### src/rtl/fctl_pkg.sv
package fctl_pkg;
   localparam int unsigned DATA_W = 32;
   localparam int unsigned BE_W   = DATA_W / 8;

   // control word bit positions
   localparam int unsigned B_PG      = 0;
   localparam int unsigned B_PER     = 1;
   localparam int unsigned B_MER     = 2;
   localparam int unsigned B_PNB     = 3;
   localparam int unsigned B_STRT    = 16;
   localparam int unsigned B_EOPIE   = 24;
   localparam int unsigned B_ERRIE   = 25;
   localparam int unsigned B_OPTLOCK = 30;
   localparam int unsigned B_LOCK    = 31;

   // status word bit positions
   localparam int unsigned S_EOP    = 0;
   localparam int unsigned S_OPERR  = 1;
   localparam int unsigned S_BSY    = 16;
   localparam int unsigned S_CFGBSY = 17;
   localparam int unsigned S_SUSP   = 18;

   typedef enum logic [1:0] {
      WV_IDLE  = 2'd0,
      WV_STALL = 2'd1,
      WV_ERR   = 2'd2,
      WV_TAKE  = 2'd3
   } wr_verdict_e;
endpackage

### src/rtl/fctl_wr_gate.sv
module fctl_wr_gate
   import fctl_pkg::*;
#(
   parameter int unsigned ADDR_W = 8,
   parameter int unsigned CR_OFF = 'h14,
   parameter int unsigned SR_OFF = 'h10
) (
   input  logic              valid_i,
   input  logic              write_i,
   input  logic [ADDR_W-1:0] addr_i,
   input  logic              cfg_busy_i,
   input  logic              susp_i,
   input  logic              op_busy_i,
   output logic              cr_we_o,
   output logic              sr_we_o,
   output logic              ready_o,
   output logic              err_o
);
   wr_verdict_e verdict;
   logic cr_hit, sr_hit;

   assign cr_hit = (addr_i == ADDR_W'(CR_OFF));
   assign sr_hit = (addr_i == ADDR_W'(SR_OFF));

   always_comb begin
      verdict = WV_IDLE;
      if (valid_i && write_i && cr_hit) begin
         if (susp_i) begin
            verdict = op_busy_i ? WV_ERR : WV_TAKE;
         end else if (cfg_busy_i) begin
            verdict = WV_STALL;
         end else begin
            verdict = WV_TAKE;
         end
      end
   end

   assign cr_we_o = (verdict == WV_TAKE);
   assign sr_we_o = valid_i && write_i && sr_hit;
   assign ready_o = (verdict != WV_STALL);
   assign err_o   = (verdict == WV_ERR);
endmodule

### src/rtl/fctl_ctrl_reg.sv
module fctl_ctrl_reg
   import fctl_pkg::*;
#(
   parameter int unsigned PNB_W = 7
) (
   input  logic              clk_i,
   input  logic              rst_ni,
   input  logic              we_i,
   input  logic [DATA_W-1:0] wdata_i,
   input  logic [BE_W-1:0]   be_i,
   input  logic              susp_i,
   input  logic              op_end_i,
   input  logic              unlock_i,
   input  logic              opt_unlock_i,
   output logic [DATA_W-1:0] cr_q,
   output logic              pend_q
);
   localparam logic [DATA_W-1:0] ONE       = DATA_W'(1);
   localparam logic [DATA_W-1:0] PNB_MASK  = ((ONE << PNB_W) - ONE) << B_PNB;
   localparam logic [DATA_W-1:0] RW_MASK   = (ONE << B_PG) | (ONE << B_PER) | (ONE << B_MER)
                                           | PNB_MASK | (ONE << B_EOPIE) | (ONE << B_ERRIE);
   localparam logic [DATA_W-1:0] LOCK_MASK = (ONE << B_OPTLOCK) | (ONE << B_LOCK);
   localparam logic [DATA_W-1:0] SET_MASK  = LOCK_MASK | (ONE << B_STRT);
   localparam logic [DATA_W-1:0] RST_VAL   = LOCK_MASK;

   logic [DATA_W-1:0] lane_mask;
   logic [DATA_W-1:0] rw_eff, set_eff, cr_d;
   logic              locked, start_req, pend_d;

   for (genvar g = 0; g < BE_W; g++) begin : g_lane
      assign lane_mask[8*g +: 8] = {8{be_i[g]}};
   end

   assign locked    = cr_q[B_LOCK];
   assign rw_eff    = locked ? '0 : (RW_MASK & lane_mask);
   assign set_eff   = (locked ? LOCK_MASK : SET_MASK) & lane_mask;
   assign start_req = we_i && set_eff[B_STRT] && wdata_i[B_STRT];

   always_comb begin
      cr_d = cr_q;
      // hardware clears come first so that a same-cycle software set wins
      if (op_end_i)     cr_d[B_STRT]    = 1'b0;
      if (unlock_i)     cr_d[B_LOCK]    = 1'b0;
      if (opt_unlock_i) cr_d[B_OPTLOCK] = 1'b0;
      if (we_i) begin
         cr_d = (cr_d & ~rw_eff) | (wdata_i & rw_eff);
         cr_d = cr_d | (wdata_i & set_eff);
      end
   end

   always_comb begin
      if (!susp_i) begin
         pend_d = 1'b0;
      end else begin
         pend_d = pend_q | start_req;
      end
   end

   always_ff @(posedge clk_i or negedge rst_ni) begin
      if (!rst_ni) begin
         cr_q   <= RST_VAL;
         pend_q <= 1'b0;
      end else begin
         cr_q   <= cr_d;
         pend_q <= pend_d;
      end
   end
endmodule

### src/rtl/fctl_status.sv
module fctl_status (
   input  logic clk_i,
   input  logic rst_ni,
   input  logic op_ok_i,
   input  logic op_fail_i,
   input  logic eopie_i,
   input  logic errie_i,
   input  logic clr_eop_i,
   input  logic clr_err_i,
   output logic eop_q,
   output logic operr_q
);
   logic eop_d, operr_d;

   // a hardware set outranks a software clear in the same cycle
   assign eop_d   = (op_ok_i && eopie_i)   || (eop_q   && !clr_eop_i);
   assign operr_d = (op_fail_i && errie_i) || (operr_q && !clr_err_i);

   always_ff @(posedge clk_i or negedge rst_ni) begin
      if (!rst_ni) begin
         eop_q   <= 1'b0;
         operr_q <= 1'b0;
      end else begin
         eop_q   <= eop_d;
         operr_q <= operr_d;
      end
   end
endmodule

### src/rtl/fctl_regif.sv
module fctl_regif
   import fctl_pkg::*;
#(
   parameter int unsigned ADDR_W = 8,
   parameter int unsigned CR_OFF = 'h14,
   parameter int unsigned SR_OFF = 'h10,
   parameter int unsigned PNB_W  = 7
) (
   input  logic              clk_i,
   input  logic              rst_ni,
   input  logic              bus_valid_i,
   input  logic              bus_write_i,
   input  logic [ADDR_W-1:0] bus_addr_i,
   input  logic [31:0]       bus_wdata_i,
   input  logic [3:0]        bus_be_i,
   output logic              bus_ready_o,
   output logic              bus_err_o,
   output logic [31:0]       bus_rdata_o,
   input  logic              op_busy_i,
   input  logic              op_ok_i,
   input  logic              op_fail_i,
   input  logic              susp_i,
   input  logic              cfg_busy_i,
   input  logic              unlock_i,
   input  logic              opt_unlock_i,
   output logic              prog_o,
   output logic              page_erase_o,
   output logic              mass_erase_o,
   output logic [PNB_W-1:0]  page_num_o,
   output logic              launch_o,
   output logic              busy_o,
   output logic              irq_eop_o,
   output logic              irq_err_o
);
   if (PNB_W < 1 || PNB_W > 13) begin : g_bad_pnb
      $error("PNB_W must lie in 1..13 to fit below the start bit");
   end
   if (CR_OFF >= (1 << ADDR_W) || SR_OFF >= (1 << ADDR_W)) begin : g_bad_off
      $error("register offsets must fit in ADDR_W bits");
   end
   if (CR_OFF == SR_OFF) begin : g_bad_alias
      $error("control and status offsets must differ");
   end

   logic              cr_we, sr_we;
   logic [DATA_W-1:0] cr_q;
   logic              pend_q;
   logic              eop_q, operr_q;
   logic [DATA_W-1:0] sr_vec;
   logic              strt;

   fctl_wr_gate #(
      .ADDR_W (ADDR_W),
      .CR_OFF (CR_OFF),
      .SR_OFF (SR_OFF)
   ) u_gate (
      .valid_i    (bus_valid_i),
      .write_i    (bus_write_i),
      .addr_i     (bus_addr_i),
      .cfg_busy_i (cfg_busy_i),
      .susp_i     (susp_i),
      .op_busy_i  (op_busy_i),
      .cr_we_o    (cr_we),
      .sr_we_o    (sr_we),
      .ready_o    (bus_ready_o),
      .err_o      (bus_err_o)
   );

   fctl_ctrl_reg #(
      .PNB_W (PNB_W)
   ) u_ctrl (
      .clk_i        (clk_i),
      .rst_ni       (rst_ni),
      .we_i         (cr_we),
      .wdata_i      (bus_wdata_i),
      .be_i         (bus_be_i),
      .susp_i       (susp_i),
      .op_end_i     (op_ok_i || op_fail_i),
      .unlock_i     (unlock_i),
      .opt_unlock_i (opt_unlock_i),
      .cr_q         (cr_q),
      .pend_q       (pend_q)
   );

   fctl_status u_stat (
      .clk_i     (clk_i),
      .rst_ni    (rst_ni),
      .op_ok_i   (op_ok_i),
      .op_fail_i (op_fail_i),
      .eopie_i   (cr_q[B_EOPIE]),
      .errie_i   (cr_q[B_ERRIE]),
      .clr_eop_i (sr_we && bus_be_i[0] && bus_wdata_i[S_EOP]),
      .clr_err_i (sr_we && bus_be_i[0] && bus_wdata_i[S_OPERR]),
      .eop_q     (eop_q),
      .operr_q   (operr_q)
   );

   assign strt = cr_q[B_STRT];

   always_comb begin
      sr_vec           = '0;
      sr_vec[S_EOP]    = eop_q;
      sr_vec[S_OPERR]  = operr_q;
      sr_vec[S_BSY]    = busy_o;
      sr_vec[S_CFGBSY] = cfg_busy_i;
      sr_vec[S_SUSP]   = susp_i;
   end

   always_comb begin
      bus_rdata_o = '0;
      if (bus_valid_i && !bus_write_i) begin
         if (bus_addr_i == ADDR_W'(CR_OFF)) begin
            bus_rdata_o = cr_q;
         end else if (bus_addr_i == ADDR_W'(SR_OFF)) begin
            bus_rdata_o = sr_vec;
         end
      end
   end

   assign prog_o       = cr_q[B_PG];
   assign page_erase_o = cr_q[B_PER];
   assign mass_erase_o = cr_q[B_MER];
   assign page_num_o   = cr_q[B_PNB +: PNB_W];
   assign launch_o     = strt && !pend_q;
   assign busy_o       = op_busy_i || strt;
   assign irq_eop_o    = eop_q && cr_q[B_EOPIE];
   assign irq_err_o    = operr_q && cr_q[B_ERRIE];
endmodule

### config.mk
export PLATFORM = sky130hd
export DESIGN_NAME = fctl_regif
export DESIGN_NICKNAME = d
export VERILOG_FILES = /design/src/rtl/fctl_pkg.sv /design/src/rtl/fctl_wr_gate.sv /design/src/rtl/fctl_ctrl_reg.sv /design/src/rtl/fctl_status.sv /design/src/rtl/fctl_regif.sv
export SDC_FILE = /design/constraint.sdc
export NUM_CORES = 1
export LEC_CHECK = 0
export ABC_AREA = 0
export CORE_MARGIN = 1.5
export CORE_UTILIZATION = 29
export CTS_BUF_LIST = sky130_fd_sc_hd__clkbuf_4 sky130_fd_sc_hd__clkbuf_8
export DETAILED_ROUTE_END_ITERATION = 16
export PLACE_DENSITY = 0.77
export SLEW_MARGIN = 20
export SYNTH_ARGS = -nofsm -noshare
export SYNTH_HDL_FRONTEND = slang
export SYNTH_SLANG_ARGS = --single-unit
### constraint.sdc
create_clock -name clk_i -period 2.5 [get_ports clk_i]
set_input_delay 0.625 -clock clk_i [delete_from_list [all_inputs] [get_ports clk_i]]
set_output_delay 0.625 -clock clk_i [all_outputs]
set_load 0.01 [all_outputs]
==> impl_results.md <==
* Die area at 4370 um2
* H-tree levels at 1
* Busiest layer in global routing: met2
* Largest net degree at the start of global routing at 19
* Inserted Diodes at 0
* Seq/Total Area, Yosys at 39.2%
* TritonCTS clock tree: done
* Critical path type: in -> out
* Yosys reg bits at 18
* Place WS at -713 ps
* Failing checks: negative setup slack
* Pwr Total at between 600 and 700 uW
* Layout cell share with drive strength beyond 1 at 42.1%
* IO Pins at 103
* Hold_sp: u_ctrl.pend_q
* Gr ovfl total at 0
* Synth area leaders: dfrtp_1 (35%), buf_4 (14%), mux2_2 (12%), and2_1 (9.2%), dfstp_2 (4.6%)
* Worst hold path endpoint: u_ctrl.pend_q
* Min-Delay Path Class: reg -> reg
* Pre-antenna DRT Iters at 4
* Clk sinks at 18
* Clock Skew at 2.68 ps
* Crit Path Max Fanout at 4
* Setup_tns at -1030 ps
* Min Tclk post-route at roughly 2600 ps
* Post-route setup slack at -124 ps
* Hold slack at 502 ps
* Synth async-reset ratio at 100%
* Post-synth EDFFs at 0
* Vias in the first global route at 1097
* VDD IR-drop max at between 0.00015 and 0.0002 V
* Setup crit start kind: input pin
* Number of fillers in the final layout at 355
* Dpl cell area at roughly 2000 um2
* Cell area after synthesis at 1150 um2
* Ys Warns at 0
* Fin nets at 258
* Top FF cell, synth: dfrtp_1
* Bufs on Longest Clock Path at 2
* Reg2Reg Depth at 3
* Core ar. at 3740 um2
* Cell accounting for the most synthesized area: dfrtp_1
* Final Instance Area at 2080 um2
* Multi-input logic area at 633 um2
* Clock Tree Root: clkbuf_8
* Via count at 1100
* Final hold vios at 0
* DRT iter0 DRCs at 19
* TritonCTS Buffers at 3
* RSZ-0062 raised after global routing: true
* Worst path arrival time at 2000 ps
* Critical Path RT at roughly 1900 ps
* Setup violations, final at 14
* GRT Overall Usage at between 10% and 20%
* Status: finished with violations
* Clock Latency Late Sink at 250 ps
* Fmax at 381 MHz
* GR Util met2 at 28.4%
* Final ANT Viol Nets at 0
* GPL Wtd Cong at around 0.74
* Layout area overhead at 80.0%
* GR Util met3 at 4.60%
* Die width at 66.1 um
* # DRC at 0
* Netlist cell types at 29
* Max cap viols at 0
* Crit. End Element: output pin
* Final slew viol count at 0
* Final wirelength at 3.20 mm
* Row cnt at 22
* Share of the synthesized area in the top cell type at 34.7%
* Mean area per synthesized cell at 10.5 um2
* P per Cell Area at 316 nW/um2
* Reg2reg setup slack at between 1000 and 1500 ps
* Vias per cell at 4.40
* FF/Latch Area at 453 um2
* Detail Placement HPWL at between 2 and 2.5 mm
* R2R Path Start: u_ctrl.cr_q[31]
* Buffers added on ports at 70
* Die H at 66.1 um
* Starting density of the core at 30.8%
* WL/cell at 12.8 um
* Period utilization at 105%
* Worst hold path depth at 1
* Synthesized instance count at 110
* GR Util met1 at 17.0%
* First-pass GRT wire length at 5.09 mm
* Non-filler instance count after layout at 250
* Final Core Density at 55.5%
* P_leak at ~1.0 nW
* Antenna violations before repair at 0
* Placed insts at 237
* Clock edge transition at the registers on the reported setup and hold paths at 70 ps
## where the power goes
group	leakage (nW)	internal [mW]	total, mW	switching [mW]
logic	0.746	0.0723	0.117	0.0444
clock network	0.0288	0.140	0.240	0.0996
registers	0.243	0.296	0.300	0.00408
## cell families after synthesis
logic type	after synthesis	synth area share [%]
flip-flops	18	39.2
AND/OR/NAND/NOR	43	25.6
multiplexers	14	13.4
AO/OA/AOI/OAI	8	5.85
other	1	0.325
buffers and inverters	26	15.6
## layout by cell type (no fill, tap or decap), drive strengths merged, types with 2 or more instances in the layout
cell and n:
mux2 12, mux2i 2, clkbuf 6, dfstp 2
nor3b 3, nor2 3, clkdlybuf4s50 40, buf 48
clkdlybuf4s15 3, dlygate4sd2 4, nand4 3, conb 15
nand2 2, a22o 4, and2 18, a32o 2
nand3b 2, nor3 4, nor4b 2, dfrtp 16
inv 3
## layout make-up
type,count,share of cell area [%]
Timing Repair Buffer,97,41.7
Multi-Input combinational cell,80,30.5
Sequential cell,18,21.8
Tap cell,48,2.89
Clock buffer,4,2.65
Inverter,3,0.542
## Yosys cell counts (3+ instances only)
master	instances
a22o_1	4
nor2_1	3
inv_1	3
buf_4	22
and2_1	17
mux2_2	12
nor3_1	4
dfrtp_1	16
## worst max-delay path by stage
stage	from	to	slack, ps	depth (start not counted)
final	bus_addr_i[1]	bus_rdata_o[8]	-120	8
after global routing	bus_addr_i[7]	bus_rdata_o[25]	-170	9
after CTS	bus_addr_i[6]	bus_rdata_o[8]	-130	9
after detailed placement	bus_addr_i[3]	bus_ready_o	-710	5
after global placement	bus_addr_i[5]	bus_ready_o	-660	6
after floorplan	bus_addr_i[5]	bus_rdata_o[24]	80	5
## what timing repair did
item,4_1_cts,5_1_grt
cloned,0,0
gates resized for setup,119,8
hold buffers,0,0
setup buffers,8,1
pin swaps,12,6
endpoints found under the setup margin,20,26
## worst max-delay path: stages
cell,delay [ps]
clkdlybuf4s15_2,210
or3_4,420
nor3_4,210
buf_6,140
buf_6,90
buf_6,80
and2_1,100
buf_2,120
## per-layer routing
metal,share of wire [%],wire [um]
met1,37,1200
met4,0.84,27
met5,0,0
met2,53,1700
met3,8.8,280
No activity file was read; power rests on OpenSTA's default activity.
